[src/rtl/spi_xfer_pkg.sv]
package spi_xfer_pkg;
    typedef enum logic [2:0] {
        ST_IDLE   = 3'd0,
        ST_LEAD   = 3'd1,
        ST_SHIFT  = 3'd2,
        ST_TRAIL  = 3'd3,
        ST_HALTED = 3'd4
    } xfer_state_t;

    function automatic int max2(input int a, input int b);
        return (a > b) ? a : b;
    endfunction
endpackage

[src/rtl/spi_enable_ctl.sv]
module spi_enable_ctl (
    input  logic clk,
    input  logic rst_n,
    input  logic spe_set_i,
    input  logic spe_clr_i,
    input  logic ss_is_input_i,
    input  logic master_i,
    input  logic ss_n_i,
    output logic spe_q_o,
    output logic spe_next_o,
    output logic modf_o
);
    logic fault;
    logic modf_q;

    assign fault = ss_is_input_i & master_i & ~ss_n_i;

    // fault has priority over clear, clear over set
    always_comb begin
        if (fault)          spe_next_o = 1'b0;
        else if (spe_clr_i) spe_next_o = 1'b0;
        else if (spe_set_i) spe_next_o = 1'b1;
        else                spe_next_o = spe_q_o;
    end

    always_ff @(posedge clk or negedge rst_n) begin
        if (!rst_n) begin
            spe_q_o <= 1'b0;
            modf_q  <= 1'b0;
        end else begin
            spe_q_o <= spe_next_o;
            if (fault) modf_q <= 1'b1;
        end
    end

    assign modf_o = modf_q;
endmodule

[src/rtl/spi_delay_sel.sv]
module spi_delay_sel #(
    parameter int PRE_W      = 7,
    parameter int POST_W     = 8,
    parameter int HALF_W     = 8,
    parameter int CNT_W      = 14,
    parameter int TRAIL_MULT = 32,
    parameter int STD_TRAIL  = 17
) (
    input  logic              pre_sel_i,
    input  logic [PRE_W-1:0]  pre_dly_i,
    input  logic              post_sel_i,
    input  logic [POST_W-1:0] post_dly_i,
    input  logic [HALF_W-1:0] half_period_i,
    output logic [CNT_W-1:0]  lead_o,
    output logic [CNT_W-1:0]  trail_o,
    output logic [CNT_W-1:0]  half_o
);
    localparam int PRE_WRAP  = 2 ** PRE_W;
    localparam int POST_WRAP = 2 ** POST_W;

    logic [CNT_W-1:0] post_units;

    always_comb begin
        if (half_period_i == '0) half_o = CNT_W'(1);
        else                     half_o = CNT_W'(half_period_i);
    end

    always_comb begin
        if (!pre_sel_i)                     lead_o = half_o;
        else if (pre_dly_i == '0)           lead_o = CNT_W'(PRE_WRAP);
        else if (pre_dly_i == PRE_W'(1))    lead_o = CNT_W'(2);
        else                                lead_o = CNT_W'(pre_dly_i);
    end

    always_comb begin
        if (post_dly_i == '0) post_units = CNT_W'(POST_WRAP);
        else                  post_units = CNT_W'(post_dly_i);
        if (post_sel_i) trail_o = post_units * CNT_W'(TRAIL_MULT);
        else            trail_o = CNT_W'(STD_TRAIL);
    end
endmodule

[src/rtl/spi_phase_fsm.sv]
module spi_phase_fsm
    import spi_xfer_pkg::*;
#(
    parameter int BITS  = 8,
    parameter int CNT_W = 14
) (
    input  logic             clk,
    input  logic             rst_n,
    input  logic             spe_next_i,
    input  logic             entry_valid_i,
    input  logic             halt_req_i,
    input  logic [CNT_W-1:0] lead_i,
    input  logic [CNT_W-1:0] trail_i,
    input  logic [CNT_W-1:0] half_i,
    output logic             cs_n_o,
    output logic             sck_o,
    output logic             busy_o,
    output logic             halt_ack_o,
    output logic             entry_take_o
);
    localparam int BIT_W = (BITS > 1) ? $clog2(BITS) : 1;
    localparam logic [BIT_W-1:0] LAST_BIT = BIT_W'(BITS - 1);

    xfer_state_t      state_q;
    logic [CNT_W-1:0] cnt_q;
    logic [BIT_W-1:0] bit_q;
    logic             sck_q;

    // state register with its phase counters
    always_ff @(posedge clk or negedge rst_n) begin
        if (!rst_n) begin
            state_q <= ST_IDLE;
            cnt_q   <= '0;
            bit_q   <= '0;
            sck_q   <= 1'b0;
        end else if (!spe_next_i) begin
            state_q <= ST_IDLE;
            cnt_q   <= '0;
            bit_q   <= '0;
            sck_q   <= 1'b0;
        end else begin
            unique case (state_q)
                ST_IDLE: begin
                    if (halt_req_i) begin
                        state_q <= ST_HALTED;
                    end else if (entry_valid_i) begin
                        state_q <= ST_LEAD;
                        cnt_q   <= lead_i - CNT_W'(1);
                    end
                end
                ST_LEAD: begin
                    if (cnt_q == '0) begin
                        state_q <= ST_SHIFT;
                        sck_q   <= 1'b1;
                        bit_q   <= '0;
                        cnt_q   <= half_i - CNT_W'(1);
                    end else begin
                        cnt_q <= cnt_q - CNT_W'(1);
                    end
                end
                ST_SHIFT: begin
                    if (cnt_q != '0) begin
                        cnt_q <= cnt_q - CNT_W'(1);
                    end else if (sck_q) begin
                        sck_q <= 1'b0;
                        if (bit_q == LAST_BIT) begin
                            state_q <= ST_TRAIL;
                            cnt_q   <= trail_i - CNT_W'(1);
                        end else begin
                            bit_q <= bit_q + BIT_W'(1);
                            cnt_q <= half_i - CNT_W'(1);
                        end
                    end else begin
                        sck_q <= 1'b1;
                        cnt_q <= half_i - CNT_W'(1);
                    end
                end
                ST_TRAIL: begin
                    if (cnt_q == '0) begin
                        state_q <= halt_req_i ? ST_HALTED : ST_IDLE;
                    end else begin
                        cnt_q <= cnt_q - CNT_W'(1);
                    end
                end
                ST_HALTED: begin
                    if (!halt_req_i) state_q <= ST_IDLE;
                end
                default: state_q <= ST_IDLE;
            endcase
        end
    end

    // outputs
    always_comb begin
        cs_n_o       = 1'b1;
        busy_o       = 1'b0;
        halt_ack_o   = 1'b0;
        entry_take_o = 1'b0;
        sck_o        = sck_q;
        unique case (state_q)
            ST_IDLE:   entry_take_o = spe_next_i & entry_valid_i & ~halt_req_i;
            ST_LEAD:   begin cs_n_o = 1'b0; busy_o = 1'b1; end
            ST_SHIFT:  begin cs_n_o = 1'b0; busy_o = 1'b1; end
            ST_TRAIL:  busy_o = 1'b1;
            ST_HALTED: halt_ack_o = 1'b1;
            default:   ;
        endcase
    end
endmodule

[src/rtl/spi_xfer_timer.sv]
module spi_xfer_timer
    import spi_xfer_pkg::*;
#(
    parameter int BITS       = 8,
    parameter int PRE_W      = 7,
    parameter int POST_W     = 8,
    parameter int HALF_W     = 8,
    parameter int TRAIL_MULT = 32,
    parameter int STD_TRAIL  = 17
) (
    input  logic              clk,
    input  logic              rst_n,
    input  logic              spe_set_i,
    input  logic              spe_clr_i,
    input  logic              halt_req_i,
    input  logic              entry_valid_i,
    input  logic              entry_pre_sel_i,
    input  logic              entry_post_sel_i,
    input  logic [PRE_W-1:0]  pre_dly_i,
    input  logic [POST_W-1:0] post_dly_i,
    input  logic [HALF_W-1:0] half_period_i,
    input  logic              ss_is_input_i,
    input  logic              master_i,
    input  logic              ss_n_i,
    output logic              cs_n_o,
    output logic              sck_o,
    output logic              busy_o,
    output logic              entry_take_o,
    output logic              halt_ack_o,
    output logic              spe_o,
    output logic              modf_o
);
    localparam int MAX_TRAIL = TRAIL_MULT * (2 ** POST_W);
    localparam int MAX_CNT   = max2(max2(MAX_TRAIL, STD_TRAIL),
                                    max2(2 ** PRE_W, 2 ** HALF_W));
    localparam int CNT_W     = $clog2(MAX_CNT + 1);

    logic             spe_next;
    logic [CNT_W-1:0] lead_len;
    logic [CNT_W-1:0] trail_len;
    logic [CNT_W-1:0] half_len;

    spi_enable_ctl u_enable (
        .clk           (clk),
        .rst_n         (rst_n),
        .spe_set_i     (spe_set_i),
        .spe_clr_i     (spe_clr_i),
        .ss_is_input_i (ss_is_input_i),
        .master_i      (master_i),
        .ss_n_i        (ss_n_i),
        .spe_q_o       (spe_o),
        .spe_next_o    (spe_next),
        .modf_o        (modf_o)
    );

    spi_delay_sel #(
        .PRE_W      (PRE_W),
        .POST_W     (POST_W),
        .HALF_W     (HALF_W),
        .CNT_W      (CNT_W),
        .TRAIL_MULT (TRAIL_MULT),
        .STD_TRAIL  (STD_TRAIL)
    ) u_delays (
        .pre_sel_i     (entry_pre_sel_i),
        .pre_dly_i     (pre_dly_i),
        .post_sel_i    (entry_post_sel_i),
        .post_dly_i    (post_dly_i),
        .half_period_i (half_period_i),
        .lead_o        (lead_len),
        .trail_o       (trail_len),
        .half_o        (half_len)
    );

    spi_phase_fsm #(
        .BITS  (BITS),
        .CNT_W (CNT_W)
    ) u_fsm (
        .clk           (clk),
        .rst_n         (rst_n),
        .spe_next_i    (spe_next),
        .entry_valid_i (entry_valid_i),
        .halt_req_i    (halt_req_i),
        .lead_i        (lead_len),
        .trail_i       (trail_len),
        .half_i        (half_len),
        .cs_n_o        (cs_n_o),
        .sck_o         (sck_o),
        .busy_o        (busy_o),
        .halt_ack_o    (halt_ack_o),
        .entry_take_o  (entry_take_o)
    );
endmodule

[config.mk]
export PLATFORM = sky130hd
export DESIGN_NAME = spi_xfer_timer
export DESIGN_NICKNAME = d
export VERILOG_FILES = /design/src/rtl/spi_xfer_pkg.sv /design/src/rtl/spi_enable_ctl.sv /design/src/rtl/spi_delay_sel.sv /design/src/rtl/spi_phase_fsm.sv /design/src/rtl/spi_xfer_timer.sv
export SDC_FILE = /design/constraint.sdc
export NUM_CORES = 1
export LEC_CHECK = 0
export CAP_MARGIN = 20
export CORE_ASPECT_RATIO = 1.4
export CORE_MARGIN = 3
export CORE_UTILIZATION = 50
export DETAILED_ROUTE_END_ITERATION = 8
export DONT_BUFFER_PORTS = 1
export GPL_ROUTABILITY_DRIVEN = 1
export PLACE_DENSITY_LB_ADDON = 0.15
export SKIP_LAST_GASP = 1
export SYNTH_ARGS = -nofsm -noshare
export SYNTH_HDL_FRONTEND = slang
export SYNTH_SLANG_ARGS = --single-unit
[constraint.sdc]
create_clock -name clk -period 7.73 [get_ports clk]
set_input_delay 0 -clock clk [delete_from_list [all_inputs] [get_ports clk]]
set_output_delay 0 -clock clk [all_outputs]
set_load 0.01 [all_outputs]
# Word level (Yosys, flattened, before mapping)
# Index checks and enable logic that the tools add are counted.
word_totals:
  out_inout_bits: 7
  elab_cells: 92
  input_bits: 34
  register_bits: 23
classes:
  n_eq_ne: 19
  n_reduce_logical: 12
  n_bitwise: 6
  mux: 44
  n_addsub: 5
ops:
  columns: ["operator", "count"]
  rows:
  - ["14-bit two-way mux", 11]
  - ["14-bit case mux with 4 select lines", 1]
  - ["3-bit two-way mux", 15]
  - ["14-bit by 1-bit subtractor with 14-bit output (second input constant)", 3]
  - ["3-bit inequality test (second input constant)", 6]
  - ["8-bit zero test", 2]
  - ["3-bit case mux with 5 select lines", 1]
  - ["14-bit zero test", 1]
  - ["14-bit nonzero test", 1]
  - ["3-bit by 2-bit inequality test with 1-bit output (second input constant)", 4]
  - ["1-bit two-way mux", 11]
  - ["9-bit two-way mux", 1]
  - ["8-bit by 1-bit subtractor with 9-bit output (second input constant)", 1]
  - ["8-bit two-way mux", 1]
  - ["7-bit by 1-bit == test with 1-bit output (second input constant)", 1]
  - ["7-bit zero test", 1]
  - ["7-bit two-way mux", 1]
  - ["7-bit AND reduction", 1]
  - ["3-bit by 2-bit == test with 1-bit output (second input constant)", 2]
  - ["3-bit == test (second input constant)", 2]
  - ["3-bit case mux with 2 select lines", 1]
  - ["5-bit by 1-bit inequality test with 1-bit output (second input constant)", 1]
  - ["5-bit AND reduction", 1]
  - ["1-bit AND", 4]
  - ["other kinds (11)", 12]

# Depth between registers and ports, before layout
depth:
  depth_word: 9
  depth_mapped: 11
  ltp_nobuf: 10

# Cells and area by module
# A second synthesis with hierarchy kept.
hier_totals:
  hier_cells: 371
  area_unflattened_um2: 2839.0
by_module_without_submodules:
  columns: ["mod", "instances", "area_each_um2", "cells_per_inst"]
  rows:
  - ["spi_phase_fsm", 1, 2366.0, 306]
  - ["spi_delay_sel", 1, 391.6, 59]
  - ["spi_enable_ctl", 1, 81.3, 6]

# Worst setup path after synthesis
# Ideal clock, no wire load.
synth_timing:
  path_kind: "register to register"
  start: "register u_fsm.cnt_q[0]"
  end: "register u_fsm.cnt_q[5]"
  setup_slack_ps: 5161
  path_stages_with_launch: 11
  arrival_ps: 2443
  required_ps: 7604
  synth_period_minus_slack_ps: 2569
  n_path_buf: 2
  cell_sequence: "dfrtp_1 -> inv_1 -> ha_1 -> or3b_2 -> clkbuf_1 -> or4_4 -> buf_6 -> o211a_4 -> nand2_2 -> a221oi_1 -> a221o_1"
synth_via:
  elab_chain_len: 4
  elab_cells_between_ends: 10
  cone_classes: "add/sub (1); eq/ne (1); mux (5); reduce/logical (3)"
synth_rtl:
  columns: ["item", "line", "text"]
  rows:
  - ["start, declared", "spi_phase_fsm.sv:25", "logic [CNT_W-1:0] cnt_q;"]
  - ["start signal, assigned", "spi_phase_fsm.sv:48", "cnt_q <= lead_i - CNT_W'(1);"]
  - ["start signal, assigned", "spi_phase_fsm.sv:56", "cnt_q <= half_i - CNT_W'(1);"]
  - ["start signal, assigned", "spi_phase_fsm.sv:58", "cnt_q <= cnt_q - CNT_W'(1);"]
  - ["14-bit by 1-bit subtractor with 14-bit output (tied with other cells)", "spi_phase_fsm.sv:58, spi_phase_fsm.sv:63, spi_phase_fsm.sv:82", null]
  - ["14-bit two-way mux, on equally long branches", "spi_phase_fsm.sv:79, spi_phase_fsm.sv:52, spi_phase_fsm.sv:62", null]
  - ["14-bit case mux with 4 select lines", "spi_phase_fsm.sv:42", "unique case (state_q)"]
  - ["14-bit two-way mux", "spi_phase_fsm.sv:36", "end else if (!spe_next_i) begin"]
# Several ways; a longest one is shown, not always the timed one. The select of a mux whose other input is x is not followed.
# A chain may end at the register's enable or synchronous reset.

# Worst setup path in the final report
layout_timing:
  start: "register u_fsm.cnt_q[0]"
  end: "register u_fsm.cnt_q[4]"
# The elaborated chain is that of the path after synthesis.

==> run summary <==
CP delay by family, top - simple AND/OR/NAND/NOR gates
Detailed Route WL - 6320 microns
Skew-Pair Late Insertion Delay - 0.27 ns
slowest CP cell - or4_4
Tot GR Track Use - 24.3%
Chip Height - 85.6 microns
total I/O pin count - 41
status - finished, final reports clean
CP startpoint kind - register
Root Driver - clkbuf_8
maximum VDD drop - 0.0000613 V
most frequent cells in the layout - nor2_1, dfrtp_1, o21ai_0, nand2_1, nor4_1
Net Switching - 0.000119 W
Final Setup Violations - 0
num rows - 28
hpwl dp - 4910 microns
WP buf/inv - 1
n_diodes - 0
clk sink count - 23
Clock transition at path regs - 0.09 ns
CTS tree - built
Synth area leaders - dfrtp_1, o21ai_0, nor2_1
combinational group share of total power - 36.1%
die area - 5380 sq um
layout cells sized above 1 - 7.37%
Mapped Nets - 329
Mapped Avg Cell Area - 7.80 sq um
Clock power frac - 23.7%
Synth cell types - 59
first-pass detailed-route iteration total - 4
Fin Setup TNS - 0 ns
Netlist Area Pre-Place - 2260 sq um
switching share of total power - 36.7%
design area - 2380 sq um
initial antenna violation count - 0
biggest area consumer among synthesized cells - dfrtp_1
Post-synth ARST share - 100%
CTS Buffer Depth - 2
wire length per cell - 18.3 microns
Area growth, synth to finish - 5.36%
most common cell after layout, fill and taps aside - nor2_1
achievable frequency - 361 MHz
register share of total power - 40.2%
number of synthesized flops with an enable pin - 0
Slew Viols, Final - 0
hold violation total from the final report - 0
largest net degree at the start of global routing - 24
final worst path period share - 35.9%
first-pass GRT wire length - 10400 microns
Final Net Count - 325
#FFs+latches synth - 23
Critical Path Sink Type - register
post-place setup slack - 5.01 ns
GP Congestion - 0.909
CTS buffer count - 3
final worst setup slack - 4.96 ns
Die X - 62.9 microns
Final Critical Period - 2.77 ns
area of placed instances - 2290 sq um
vias in the first global route - 2211
worst-path fanout max - 11
required time worst endpoint - 7.89 ns
Post-synth top flop - dfrtp_1
crit path kind - reg -> reg
reg-to-reg setup timing slack - 4.96 ns
Via density - 6.43
Post-Synthesis Cells - 290
Port Buffers - 0
Pwr Density - 136 nW/um^2
Max Cap Viol - 0
crit path DAT - 2.94 ns
drt initial violations - 120
core footprint - 4310 sq um
# H-tree levels - 1
slowest stage delay, CP - 0.56 ns
Ys Warns - 0
RSZ-0062 raised after global routing - false
Tot Pwr - 0.000325 W
total congestion overflow - 0
worst slew pin tran - 0.769 ns
Setup Skew - 0.00253 ns
Max-slew headroom - 48.6%
area share of the largest cell type after synthesis - 25.4%
starting density of the core - 52.5%
register area share after synthesis - 25.4%
cells along the critical path - inv_1 -> ha_1 -> or3b_2 -> or4_4 -> o21ai_2 -> and2_1 -> nor2_1 -> a22o_1
Worst Hold Class - in -> reg
Routed Antenna Nets - 0
DR vias - 2219
Int Pwr - 0.000206 W
DRC Markers - 0
Leakage - 0.932 nW
layer usage:
metal	vias to the layer above	track usage [%]	share of wire, %
met5	-	0	0
met4	0	14.7	4.9
met3	18	2.88	4.8
met2	73	43.2	50
met1	1043	27.6	41
li1	1085	-	-
metrics by stage:
step / hold WS (ns) / util (%) / cells
final: 0.0107 / 55.3 / 345
after floorplan: -0.296 / - / 290
after detailed placement: -0.295 / 53.2 / 338
after global routing: 0.00993 / 55.3 / 345
after CTS: 0.0135 / 54.7 / 344
after global placement: -0.295 / 53.2 / 338
power groups by stage:
| stage | logic (W) | registers [W] | clock network (W) |
|---|---|---|---|
| finish | 0.000117 | 0.000131 | 0.0000772 |
| global route | 0.000131 | 0.000132 | 0.0000847 |
| CTS | 0.000115 | 0.000131 | 0.0000793 |
| detailed placement | 0.000111 | 0.000133 | 0 |
| global placement | 0.000111 | 0.000133 | 0 |
| floorplan | 0.0000957 | 0.000130 | 0 |
path summary, 6_finish.rpt:
check	depth (start not counted)	end	startpoint
max	8	u_fsm.cnt_q[4]	u_fsm.cnt_q[0]
min	2	u_enable.modf_o	ss_is_input_i
max reg2reg	8	u_fsm.cnt_q[4]	u_fsm.cnt_q[0]
min reg2reg	1	u_fsm.bit_q[0]	u_fsm.bit_q[0]
max in group asynchronous	2	u_fsm.cnt_q[12]	rst_n
min in group asynchronous	1	u_fsm.bit_q[0]	rst_n
final cells by class:
class | instances | area [sq um]
clock buffers | 3 | 41.3
clock inverters | 1 | 5.00
fillers | 434 | 1920
inverters | 11 | 41.3
multi-input cells | 242 | 1580
flip-flops and latches | 23 | 576
well taps | 60 | 75.1
repair buffers | 5 | 62.6
registers in the layout, indices dropped and copies added (netlist names):
signal and flops:
u_enable.modf_o 1, u_enable.spe_q_o 1, u_fsm.bit_q 3, u_fsm.cnt_q 14
u_fsm.sck_o 1, u_fsm.state_q 3
worst register-to-register path: stages, from the launching register on:
cell     delay (ns)
dfrtp_1        0.41
inv_1          0.09
ha_1           0.19
or3b_2         0.54
or4_4          0.56
o21ai_2        0.22
and2_1         0.36
nor2_1         0.09
a22o_1         0.21
synth_stat cells (2+ instances only):
master     instances
nor2_1            27
dfrtp_1           23
o21ai_0           22
nand2_1           20
nor4_1            13
a21oi_1           12
nor3_1            12
clkbuf_1          11
inv_1             11
xnor2_1           11
or3_1              9
xor2_1             8
a211oi_1           7
mux2i_1            7
o22ai_1            7
nand3_1            6
nor3b_1            6
a31oi_1            5
ha_1               5
a21o_1             4
nor2b_1            4
a22o_1             3
nand4_1            3
o211ai_1           3
o21ai_1            3
o31ai_1            3
or4_1              3
a221oi_1           2
a22oi_1            2
and3_1             2
buf_2              2
nand2b_1           2
o21ai_2            2
o22a_1             2
o2bb2ai_1          2
or2_2              2
or4_4              2
cell families after synthesis:
| logic type | synth area share [%] |
|---|---|
| buffers and inverters | 4.59 |
| muxes | 3.59 |
| xor gates and xnor gates | 7.35 |
| adders and majority gates | 2.76 |
| AOI/OAI and AO/OA | 28.4 |
| and+or+nand+nor | 27.9 |
| DFF | 25.4 |
timing repair:
item,4_1_cts,5_1_grt
resized for setup,0,0
hold buffers,2,0
setup buffers,0,0
hold endpoints to repair,25,0
No activity file was read; power rests on OpenSTA's default activity.
